<file path="config.mk">
export PLATFORM = sky130hd
export DESIGN_NAME = tmr_cmp_pwm
export DESIGN_NICKNAME = d
export VERILOG_FILES = /design/src/rtl/tmr_pkg.sv /design/src/rtl/tmr_prescale.sv /design/src/rtl/tmr_count.sv /design/src/rtl/tmr_wave.sv /design/src/rtl/tmr_cmp_pwm.sv
export SDC_FILE = /design/constraint.sdc
export NUM_CORES = 1
export LEC_CHECK = 0
export BUFFER_PORTS_ARGS = -buffer_cell sky130_fd_sc_hd__buf_2
export CAP_MARGIN = 0
export CORE_ASPECT_RATIO = 0.5
export CORE_UTILIZATION = 42
export CTS_BUF_LIST = sky130_fd_sc_hd__clkbuf_8
export DETAILED_ROUTE_END_ITERATION = 7
export PLACE_DENSITY = 0.66
export SKIP_CTS_REPAIR_TIMING = 1
export SLEW_MARGIN = 30
export SYNTH_ARGS = -nofsm -noshare
export SYNTH_HDL_FRONTEND = slang
export SYNTH_HIERARCHICAL = 1
export SYNTH_SLANG_ARGS = --single-unit
</file>
<file path="constraint.sdc">
create_clock -name clk -period 5.4 [get_ports clk]
set_clock_uncertainty 0.15 [all_clocks]
set_input_delay 0.27 -clock clk [delete_from_list [all_inputs] [get_ports clk]]
set_output_delay 0.27 -clock clk [all_outputs]
set_load 0.05 [all_outputs]
</file>
<file path="src/rtl/tmr_pkg.sv">
package tmr_pkg;
  localparam int unsigned TMR_W  = 8;
  localparam int unsigned SEL_W  = 4;
  localparam int unsigned ADDR_W = 3;

  typedef enum logic [1:0] {
    ACT_OFF    = 2'b00,
    ACT_TOGGLE = 2'b01,
    ACT_LOW    = 2'b10,
    ACT_HIGH   = 2'b11
  } act_e;

  typedef struct packed {
    logic             clr_on_a;
    logic             pwm_en;
    act_e             act;
    logic [SEL_W-1:0] sel;
  } ctrl_t;

  localparam logic [ADDR_W-1:0] A_CTRL = 3'd0;
  localparam logic [ADDR_W-1:0] A_CNT  = 3'd1;
  localparam logic [ADDR_W-1:0] A_CMPA = 3'd2;
  localparam logic [ADDR_W-1:0] A_CMPB = 3'd3;
  localparam logic [ADDR_W-1:0] A_STAT = 3'd4;
endpackage

</file>
<file path="src/rtl/tmr_prescale.sv">
module tmr_prescale #(
  parameter int unsigned SEL_W = tmr_pkg::SEL_W
) (
  input  logic             clk,
  input  logic             rst_n,
  input  logic [SEL_W-1:0] sel_i,
  output logic             tick_o
);
  localparam int unsigned PRE_W = (1 << SEL_W) - 2;
  localparam logic [PRE_W-1:0] PRE_ONE = 1;
  localparam logic [SEL_W-1:0] SEL_ONE = 1;

  logic [PRE_W-1:0] div_q;
  logic [PRE_W-1:0] lim;

  // free-running divider, never reset by control writes
  always_ff @(posedge clk or negedge rst_n) begin
    if (!rst_n) div_q <= '0;
    else        div_q <= div_q + PRE_ONE;
  end

  // low (k-1) bits all ones -> one tick per 2^(k-1) clocks
  always_comb begin
    lim    = (PRE_ONE << (sel_i - SEL_ONE)) - PRE_ONE;
    tick_o = (sel_i != '0) && ((div_q & lim) == lim);
  end
endmodule

</file>
<file path="src/rtl/tmr_count.sv">
module tmr_count #(
  parameter int unsigned W = tmr_pkg::TMR_W
) (
  input  logic         clk,
  input  logic         rst_n,
  input  logic         tick_i,
  input  logic         pwm_i,
  input  logic         clr_on_a_i,
  input  logic [W-1:0] cmpa_i,
  input  logic [W-1:0] cmpb_i,
  input  logic         load_i,
  input  logic [W-1:0] load_val_i,
  output logic [W-1:0] cnt_o,
  output logic         match_o,
  output logic         wrap_o
);
  localparam logic [W-1:0] ONE = 1;
  localparam logic [W-1:0] MAXV = '1;

  logic [W-1:0] cnt_q, cnt_d;
  logic         at_a, at_top;

  always_comb begin
    at_a    = (cnt_q == cmpa_i);
    at_top  = (cnt_q >= cmpb_i);
    match_o = tick_i && at_a;
    wrap_o  = tick_i && pwm_i && at_top;
    cnt_d   = cnt_q;
    if (load_i)                  cnt_d = load_val_i;
    else if (tick_i) begin
      if (pwm_i)                 cnt_d = at_top ? '0 : cnt_q + ONE;
      else if (clr_on_a_i && at_a) cnt_d = '0;
      else                       cnt_d = cnt_q + ONE;
    end
  end

  always_ff @(posedge clk or negedge rst_n) begin
    if (!rst_n) cnt_q <= '0;
    else        cnt_q <= cnt_d;
  end

  assign cnt_o = cnt_q;

  p_clear_after_a_r3: assert property (@(posedge clk) disable iff (!rst_n)
    (tick_i && !pwm_i && clr_on_a_i && cnt_q == cmpa_i && !load_i) |=> (cnt_q == '0));

  p_wrap_ff_r4: assert property (@(posedge clk) disable iff (!rst_n)
    (tick_i && !pwm_i && !clr_on_a_i && cnt_q == MAXV && !load_i) |=> (cnt_q == '0));

  p_pwm_top_r6: assert property (@(posedge clk) disable iff (!rst_n)
    (tick_i && pwm_i && cnt_q >= cmpb_i && !load_i) |=> (cnt_q == '0));

  p_load_wins_r11: assert property (@(posedge clk) disable iff (!rst_n)
    load_i |=> (cnt_q == $past(load_val_i)));
endmodule

</file>
<file path="src/rtl/tmr_wave.sv">
module tmr_wave (
  input  logic          clk,
  input  logic          rst_n,
  input  logic          pwm_i,
  input  tmr_pkg::act_e act_i,
  input  logic          match_i,
  input  logic          wrap_i,
  input  logic          oe_i,
  output logic          pin_o
);
  import tmr_pkg::*;

  logic line_q, line_d;

  always_comb begin
    line_d = line_q;
    if (pwm_i) begin
      if (wrap_i)       line_d = 1'b1;
      else if (match_i) line_d = 1'b0;
    end else if (match_i) begin
      case (act_i)
        ACT_TOGGLE: line_d = ~line_q;
        ACT_LOW:    line_d = 1'b0;
        ACT_HIGH:   line_d = 1'b1;
        default:    line_d = line_q;
      endcase
    end
  end

  always_ff @(posedge clk or negedge rst_n) begin
    if (!rst_n) line_q <= 1'b0;
    else        line_q <= line_d;
  end

  assign pin_o = oe_i && (pwm_i || act_i != ACT_OFF) && line_q;

  p_restart_high_r7: assert property (@(posedge clk) disable iff (!rst_n)
    (pwm_i && wrap_i) |=> line_q);

  p_hold_when_off_r5: assert property (@(posedge clk) disable iff (!rst_n)
    (!pwm_i && act_i == ACT_OFF) |=> $stable(line_q));

  p_pin_gated_r8: assert property (@(posedge clk) disable iff (!rst_n)
    !oe_i |-> !pin_o);
endmodule

</file>
<file path="src/rtl/tmr_cmp_pwm.sv">
module tmr_cmp_pwm (
  input  logic       clk,
  input  logic       rst_n,
  input  logic       reg_we,
  input  logic [2:0] reg_addr,
  input  logic [7:0] reg_wdata,
  output logic [7:0] reg_rdata,
  input  logic       pin_oe_i,
  output logic       pin_o,
  output logic       cmpa_flag_o
);
  import tmr_pkg::*;

  ctrl_t            ctrl_q;
  logic [TMR_W-1:0] cmpa_q, cmpb_q, cnt;
  logic             flag_q;
  logic             tick, match, wrap;
  logic             wr_ctrl, wr_cnt, wr_a, wr_b, clr_flag;

  always_comb begin
    wr_ctrl  = reg_we && reg_addr == A_CTRL;
    wr_cnt   = reg_we && reg_addr == A_CNT;
    wr_a     = reg_we && reg_addr == A_CMPA;
    wr_b     = reg_we && reg_addr == A_CMPB;
    clr_flag = reg_we && reg_addr == A_STAT && reg_wdata[0];
  end

  always_ff @(posedge clk or negedge rst_n) begin
    if (!rst_n) begin
      ctrl_q <= '0;
      cmpa_q <= '0;
      cmpb_q <= '0;
    end else begin
      if (wr_ctrl) ctrl_q <= ctrl_t'(reg_wdata);
      if (wr_a)    cmpa_q <= reg_wdata;
      if (wr_b)    cmpb_q <= reg_wdata;
    end
  end

  // set has precedence over a same-cycle clear
  always_ff @(posedge clk or negedge rst_n) begin
    if (!rst_n)        flag_q <= 1'b0;
    else if (match)    flag_q <= 1'b1;
    else if (clr_flag) flag_q <= 1'b0;
  end

  tmr_prescale #(.SEL_W(SEL_W)) u_pre (
    .clk    (clk),
    .rst_n  (rst_n),
    .sel_i  (ctrl_q.sel),
    .tick_o (tick)
  );

  tmr_count #(.W(TMR_W)) u_cnt (
    .clk        (clk),
    .rst_n      (rst_n),
    .tick_i     (tick),
    .pwm_i      (ctrl_q.pwm_en),
    .clr_on_a_i (ctrl_q.clr_on_a),
    .cmpa_i     (cmpa_q),
    .cmpb_i     (cmpb_q),
    .load_i     (wr_cnt),
    .load_val_i (reg_wdata),
    .cnt_o      (cnt),
    .match_o    (match),
    .wrap_o     (wrap)
  );

  tmr_wave u_wave (
    .clk     (clk),
    .rst_n   (rst_n),
    .pwm_i   (ctrl_q.pwm_en),
    .act_i   (ctrl_q.act),
    .match_i (match),
    .wrap_i  (wrap),
    .oe_i    (pin_oe_i),
    .pin_o   (pin_o)
  );

  always_comb begin
    case (reg_addr)
      A_CTRL:  reg_rdata = ctrl_q;
      A_CNT:   reg_rdata = cnt;
      A_CMPA:  reg_rdata = cmpa_q;
      A_CMPB:  reg_rdata = cmpb_q;
      A_STAT:  reg_rdata = {7'b0, flag_q};
      default: reg_rdata = '0;
    endcase
  end

  assign cmpa_flag_o = flag_q;

  p_stopped_holds_r2: assert property (@(posedge clk) disable iff (!rst_n)
    (ctrl_q.sel == '0 && !wr_cnt) |=> $stable(cnt));

  p_flag_sticky_r9: assert property (@(posedge clk) disable iff (!rst_n)
    (flag_q && !clr_flag) |=> flag_q);

  p_flag_on_match_r9: assert property (@(posedge clk) disable iff (!rst_n)
    match |=> flag_q);
endmodule

</file>
## Yosys cells after proc, flatten, opt, wreduce, memory -nomap -nowiden

Index checks and enable logic that the tools add are counted.

- Word-level logic and storage cells: 63
- Input bits: 15
- Register bits: 48
- Output and inout port bits: 10

- Shift operators: 1
- Add/sub/neg operators: 4
- Order comparisons: 1
- Bitwise logic cells: 2
- Reduce and logical (&&, ||, !) cells: 23
- Equality and inequality tests: 9
- Mux-type cells: 13

Operators with widths:

| operator | number |
|---|---|
| $mux W8 | 5 |
| $pmux W8 S5 | 1 |
| $add A14 B1 Y14 const B | 1 |
| $and A14 B14 Y14 | 1 |
| $eq A14 B14 Y1 | 1 |
| $shl A1 B4 Y14 const A | 1 |
| $sub A14 B1 Y14 const B | 1 |
| $logic_and A1 B1 Y1 | 13 |
| $reduce_bool A2 Y1 | 5 |
| $add A8 B1 Y8 const B | 1 |
| $eq A8 B8 Y1 | 1 |
| $ge A8 B8 Y1 | 1 |
| $reduce_bool A4 Y1 | 2 |
| $eq A3 B2 Y1 const B | 2 |
| $mux W1 | 6 |
| $eq A2 B2 Y1 const B | 2 |
| $sub A4 B1 Y4 const B | 1 |
| $eq A3 B1 Y1 const B | 1 |
| $eq A3 B3 Y1 const B | 1 |
| $logic_not A3 Y1 | 1 |
| $pmux W1 S3 | 1 |
| $reduce_and A3 Y1 | 1 |
| $eq A2 B1 Y1 const B | 1 |
| $logic_or A1 B1 Y1 | 1 |
| $not A1 Y1 | 1 |

## Depth between registers and ports, before layout

Gate-level depths: netlist (run 1).

- Word-level depth: 10
- Gate-level depth with buffers: 16
- Gate-level depth less buffers: 13

## Modules after synthesis

The synthesis (run 1) kept the hierarchy.

Modules (own cells, without submodules):

| module | area an instance (sq um) | cells each | sequential area each (sq um) | instances |
|---|---|---|---|---|
| tmr_cmp_pwm | 1255.0 | 84 | 625.6 | 1 |
| tmr_prescale | 919.6 | 101 | 350.3 | 1 |
| tmr_count | 883.3 | 108 | 200.2 | 1 |
| tmr_wave | 122.6 | 14 | 25.0 | 1 |

## Least setup slack after synthesis (run 1)

No wires, ideal clock.

- Path type: reg-to-reg
- From: register ctrl_q[3] (netlist bit)
- To: register u_wave.line_q
- Setup time: 0.127 ns
- Cell stages (with the launch flop): 16
- Data arrival time: 3.149 ns
- Required time: 5.123 ns
- Setup slack: 1.974 ns
- Buffers on the path: 3
- Clock period less this slack: 3.426 ns
- Path through: dfrtp_1 -> buf_2 -> nor2_1 -> nand3b_1 -> ha_1 -> buf_6 -> and2_4 -> o21ai_0 -> a21oi_1 -> or3_1 -> nor3_2 -> inv_1 -> clkbuf_1 -> nor3_1 -> o31ai_1 -> a221o_2

- Elaborated cells between the ends (all ways): 15
- Classes of those cells: 2 x add/sub; 1 x eq/ne; 1 x shift; 2 x mux; 1 x bitwise; 8 x reduce/logical

RTL lines:

| what | RTL line | source |
|---|---|---|
| from (decl) | tmr_cmp_pwm.sv:14 | `ctrl_t ctrl_q;` |
| from (signal assigned) | tmr_cmp_pwm.sv:34 | `if (wr_ctrl) ctrl_q <= ctrl_t'(reg_wdata);` |
| $sub A4 B1 Y4 | tmr_prescale.sv:24 | `lim = (PRE_ONE << (sel_i - SEL_ONE)) - PRE_ONE;` |
| $shl A1 B4 Y14 | tmr_prescale.sv:24 |  |
| $sub A14 B1 Y14 | tmr_prescale.sv:24 |  |
| $and A14 B14 Y14 | tmr_prescale.sv:25 | `tick_o = (sel_i != '0) && ((div_q & lim) == lim);` |
| $eq A14 B14 Y1 | tmr_prescale.sv:25 |  |
| $logic_and A1 B1 Y1 * | tmr_prescale.sv:25 |  |
| named net tick | tmr_cmp_pwm.sv:17 | `logic tick, match, wrap;` |
| $logic_and A1 B1 Y1 * | tmr_count.sv:26 | `match_o = tick_i && at_a;` |
| named net match | tmr_cmp_pwm.sv:17 |  |
| $reduce_bool A2 Y1 (no source line) | -- |  |
| $reduce_and A3 Y1 (no source line) * | -- |  |
| to (signal assigned) | tmr_wave.sv:32 | `else line_q <= line_d;` |
| to (decl) | tmr_wave.sv:13 | `logic line_q, line_d;` |

Mark *: on every way through the listed nets, which the timed path passes. The rest lies on a longest branch.
A chain may end at the register's enable or synchronous reset.

## Worst setup path in the final report (run 1)

- From: register ctrl_q[2] (netlist bit)
- To: register u_wave.line_q

The elaborated chain is that of the path after synthesis.

==> results.cfg, run 1 <==
[hold_path]
holdCritPathClass = in2reg

[placed_design]
gp_congestion = 0.858
dpl.hpwl_um = 5120
io_buffers = 24
postPlaceCellArea_um2 = 3300

[layout]
fin_area_um2 = 3380
drive_above_1_share = 0.231
layout_commonest_cell = dfrtp_1
mostFrequentLayoutCells = dfrtp_1 (48), mux2_2 (24), buf_2 (23)
n_antenna_cell = 0
syn_to_final_growth_pct = 6.29
fin_nets = 351

[detailed_routing]
drc = 0
wl_per_cell_um = 17.3
vias = 2384
drtIter0Drc = 183
viasPerCell = 5.77
drt_pass1_iterations = 6
ant_nets = 0
wl_um = 7160

[worst_setup_path]
critPathKind = reg2reg
slowest_delay_ps = 530
slowest_stage = dfrtp_1
start_kind = flop
crit_path_max_fanout = 16
crit_path_end_kind = flop
path_cells = nor2_1, nand3b_1, ha_1, and2_4, o21ai_0, a21oi_1, or3_1, nor3_2, inv_1, nor3_1, o31ai_1, a221o_2
crit_arrival_ps = 3950
cp.required_ps = 5440

[floorplanning]
num_rows = 21
start_util = 0.455
coreArea_um2 = 6990
ios = 25
die_w_um = 125
dieArea_um2 = 7950
die-height_um = 63.5

[clocking]
worstSkewPairLatency_ps = 300
cts_tree = built
clkSlewWorstSetupHoldPaths_ps = 80
cts_buffers = 5
cts.sinks = 48
cts-root-buf = clkbuf_8
htreeDepth = 2
clockBufferDepth = 2

[logic_synthesis]
ys.warnings.count = 6
ys_seq_area_frac = 0.378
netlist.area_leader.share = 0.378
synth-compound-area-share = 0.118
synthSimpleGateAreaFrac = 0.183
synth_fa_ha_area_frac = 0.0511
synthArstFlopShare = 1.00
ys_top_cells_by_area = dfrtp_1 (38%), mux2_2 (8.5%), ha_1 (5.1%), xnor2_1 (4.4%), mux4_2 (3.5%)
synth.area.mux_share = 0.140
synthXorXnorAreaFrac = 0.0681
synthesis.nets = 335
synth_cell_types = 58
netlist_area_um2 = 3180
synth_edf_count = 0
syn_area_per_cell_um2 = 10.4
synth_top_cell_by_area = dfrtp_1
ys_ff_latch = 48
netlist_instances = 307
synth_top_family_by_area = simple AND/OR/NAND/NOR gates
ys.flop_type = dfrtp_1

[sta]
drv_slew = 0
setup_violations = 0
period_minus_slack_ps = 3920
tightest_slew_ps = 632
fmax_ghz = 0.255
setup_tns_ps = 0
rsz0062_at_grt = no
relSlewSlack = 0.578
fin_crit_sh = 0.725
finalHoldViolCount = 0

[global_routing]
grt_pass1_vias = 2391
antenna_found_initial = 0
grt_max_degree = 49
gr-total-overflow = 0
grtUsageTotal = 0.198
grt_first_pass_wirelength_um = 12300

[status]
outcome = finished, final reports clean

[power]
vdd_ir_drop_max_uv = 165
p_per_area_nw_per_um2 = 320
p_leak_nw = 1.43

[flow_run]
cap_violations = 0
==> layout make-up <==
type / instances / area, um2
fill: 644 / 3610
inverter: 20 / 75.1
multi-input combinational: 223 / 1790
timing repair buffer: 25 / 133
clock buffer: 5 / 68.8
tap: 92 / 115
sequential: 48 / 1200
==> stage by stage <==
stage | std cells | utilization | hold slack [ps] | worst slack (ps) | total power, mW
after global placement | 407 | 0.471 | 345 | 1810 | 0.870
after floorplan | 307 | - | -176 | 1970 | 0.795
final | 413 | 0.484 | 82.1 | 1480 | 1.08
after global routing | 413 | 0.484 | 65.6 | 1160 | 1.16
after CTS | 412 | 0.481 | -154 | 1530 | 1.09
after detailed placement | 407 | 0.472 | 182 | 1570 | 0.883
==> state kept, by name (all words and copies together), names as in the netlist <==
signal	cells
cmpb_q	8
cmpa_flag_o	1
ctrl_q	8
cmpa_q	8
u_cnt/cnt_o	8
u_pre/div_q	14
u_wave/line_q	1
==> worst paths after layout <==
path | start | end | slack, ps | cells after the start
min reg2reg | u_pre/div_q[13] | u_pre/div_q[13] | 350 | 1
min | reg_wdata[4] | u_cnt/cnt_o[4] | 80 | 3
min in group asynchronous | rst_n | u_pre/div_q[3] | 380 | 2
max in group asynchronous | rst_n | u_cnt/cnt_o[5] | 4310 | 2
max | ctrl_q[2] | u_wave/line_q | 1480 | 12
max reg2reg | ctrl_q[2] | u_wave/line_q | 1480 | 12
==> worst max-delay path, delay by kind of cell (launching register included) <==
kind                       cells  cell delay (ps)
AOI/OAI and AO/OA              4              710
buffers and inverters          1              290
DFF                            1              530
adders and majority gates      1              350
and+or+nand+nor                6             1770
==> cell families after synthesis <==
logic type / Yosys count
multiplexers: 32
XOR/XNOR: 23
adder cells (fa/ha/maj): 13
AND/OR/NAND/NOR: 101
flip-flops: 48
AO/OA/AOI/OAI: 54
buffers and inverters: 36
==> routing by layer <==
metal,track usage,up-vias,share of wire
li1,-,1137,-
met1,0.267,1187,0.48
met2,0.327,51,0.47
met3,0.0399,9,0.038
met4,0.0503,0,0.0098
met5,0,-,0
==> cell usage after synthesis, drive strengths merged, types with 6 or more instances <==
cell and number:
inv 20, nor3 6, mux4 7, mux2 24, a21oi 19, nor2 18
buf 13, xnor2 18, ha 13, dfrtp 48, nand3 13, nand2 13
nor2b 17, nand4 9, o21ai 9
==> where the power goes <==
group          leakage, nW  switching (mW)  internal [mW]
clock network       0.0359           0.112         0.0838
logic                0.816           0.206          0.186
registers            0.575          0.0837          0.409
total                 1.43           0.402          0.678
(Power assumes the default switching activity.)
==> run 2, diff against run 1 <==
--- a/config.mk
+++ b/config.mk
@@ -11,7 +11,7 @@
 export CORE_UTILIZATION = 42
 export CTS_BUF_LIST = sky130_fd_sc_hd__clkbuf_8
 export DETAILED_ROUTE_END_ITERATION = 7
-export PLACE_DENSITY = 0.66
+export PLACE_DENSITY = 0.68
 export SKIP_CTS_REPAIR_TIMING = 1
 export SLEW_MARGIN = 30
 export SYNTH_ARGS = -nofsm -noshare
==> constraint.sdc (replaced) <==
create_clock -name clk -period 3.2 [get_ports clk]
set_clock_uncertainty 0.15 [all_clocks]
set_input_delay 0.16 -clock clk [delete_from_list [all_inputs] [get_ports clk]]
set_output_delay 0.16 -clock clk [all_outputs]
set_load 0.05 [all_outputs]
==> run 2 against run 1 <==
Flip-flop and latch count is the same; the flow now finishes with violations (negative hold slack); sequential share of layout area shrank 1.9 points; highest routed layer unchanged; die area is the same; largest power group unchanged; routed wire length grew 0.31%; hold slack lost 85 ps; global-route usage shrank 0.46 points; critical endpoint unchanged; via count grew 3.1%.
==> results.cfg, run 2 (synthesis gave the netlist of run 1 again) <==
[status]
outcome = complete, but fails checks
violations = negative hold slack

[power]
clkPwrFrac = 0.195
seq_power_share = 0.418
p_leak_nw = 1.56
combPwrFrac = 0.387
p_switching_uw = 699
p_int_mw = 1.21
p_sw_frac = 0.367
vdd_ir_drop_max_uv = 201
p_per_area_nw_per_um2 = 533

[global_routing]
grt.busiest_layer = met2
grtUsageMet3 = 0.0331
grt_max_degree = 49
gr-total-overflow = 0
grt_pass1_vias = 2368
antenna_found_initial = 0
met1_usage = 0.255
grtUsageMet2 = 0.323
grt_first_pass_wirelength_um = 11800
grtUsageTotal = 0.194

[flow_run]
cap_violations = 0

[worst_setup_path]
r2r-end = u_wave/line_q
crit_path_start = ctrl_q[3]
crit_path_end_kind = flop
crit_path_max_fanout = 10
start_kind = flop
cp.required_ps = 3300
crit_arrival_ps = 3140
reg2reg_from = ctrl_q[3]
cp-endpoint = u_wave/line_q
ff2ff_path_depth = 13
critPathKind = reg2reg
rrSetupSlack_ps = 160

[layout]
layout_commonest_cell = dfrtp_1
regMostFlops = u_pre/div_q
n_antenna_cell = 0
mostFrequentLayoutCells = dfrtp_1 (48), mux2_2 (24), buf_2 (23)
largest_register_ffs = 14
syn_to_final_growth_pct = 12.4
final_util = 0.512
n_fill_cell = 667
drive_above_1_share = 0.257
fin_nets = 369

[sta]
tightest_slew_ps = 672
period_minus_slack_ps = 3040
fin_crit_sh = 0.949
setup_violations = 0
finalHoldViolCount = 1
drv_slew = 0
fmax_ghz = 0.329
hold_ws_ps = -2.78
setup_tns_ps = 0
relSlewSlack = 0.546

[clocking]
clkSlewWorstSetupHoldPaths_ps = 90
cts_tree = built
worstSkewPairLatency_ps = 300
cts.sinks = 48
cts-root-buf = clkbuf_8
htreeDepth = 2
cts_buffers = 5
clockBufferDepth = 2

[floorplanning]
die-height_um = 63.5
die_w_um = 125
num_rows = 21
dieArea_um2 = 7950
ios = 25
start_util = 0.455
coreArea_um2 = 6990

[detailed_routing]
wl_per_cell_um = 16.6
vias = 2457
drt_pass1_iterations = 4
drtIter0Drc = 148
ant_nets = 0
drc = 0
viasPerCell = 5.66
wl_um = 7180

[placed_design]
io_buffers = 24
dpl.hpwl_um = 5110
gp_congestion = 0.849

[hold_path]
holdCritPathClass = in2reg
-- run 2: changes by cell type in the layout (fill, tap and decap cells not counted), sizes merged --
cell | before | now
dlygate4sd3 | 1 | 8
inv | 20 | 22
clkbuf | 5 | 6
buf | 24 | 35
-- run 2: per-layer routing --
layer | vias up | share of wire
li1 | 1184 | -
met1 | 1223 | 0.46
met2 | 41 | 0.49
met3 | 9 | 0.034
met4 | 0 | 0.015
met5 | - | 0
-- run 2: layout make-up --
type	instances	area, um2	share of cell area
flip-flops and latches	48	1200	0.336
clock buffers	6	82.6	0.0231
multi-input cells	223	1810	0.505
repair buffers	43	285	0.0798
inverters	20	77.6	0.0217
well taps	92	115	0.0322
clock inverters	2	7.51	0.00210
-- run 2: worst max-delay path: stages, from the launching register on --
cell	delay [ps]
dfrtp_1	400
nor2_2	140
nand3b_1	120
ha_1	270
and2_4	150
o21ai_0	180
a21oi_1	90
or3_1	420
nor3_4	260
inv_4	100
nor3_4	170
nand2b_1	100
a2111oi_2	250
a221o_2	160
-- run 2: stage by stage --
| stage | std cells | power, mW | setup WS, ps | instance area, um2 |
|---|---|---|---|---|
| finish | 434 | 1.91 | 164 | 3580 |
| global route | 434 | 2.03 | -4.91 | 3580 |
| floorplan | 307 | 1.34 | 2.85 | 3190 |
| global placement | 418 | 1.50 | 224 | 3380 |
| detailed placement | 418 | 1.53 | 99.5 | 3390 |
| CTS | 426 | 1.91 | 78.7 | 3480 |
-- run 2: worst min-delay path by stage --
stage / startpoint / endpoint / slack (ps) / cells after the start
final: reg_wdata[2] / cmpa_q[2] / -3 / 2
after global placement: rst_n / cmpb_q[7] / 260 / 1
after detailed placement: rst_n / cmpb_q[7] / 70 / 1
after global routing: reg_wdata[2] / cmpb_q[2] / 3 / 2
after floorplan: rst_n / cmpa_flag_o / -290 / 0
after CTS: rst_n / cmpb_q[7] / -270 / 1
-- run 2: power groups by stage --
| stage | clock, mW | sequential [mW] | combinational [mW] |
|---|---|---|---|
| global placement | 0 | 0.802 | 0.702 |
| global route | 0.414 | 0.813 | 0.808 |
| floorplan | 0 | 0.774 | 0.571 |
| finish | 0.373 | 0.797 | 0.737 |
| CTS | 0.386 | 0.796 | 0.724 |
| detailed placement | 0 | 0.808 | 0.718 |
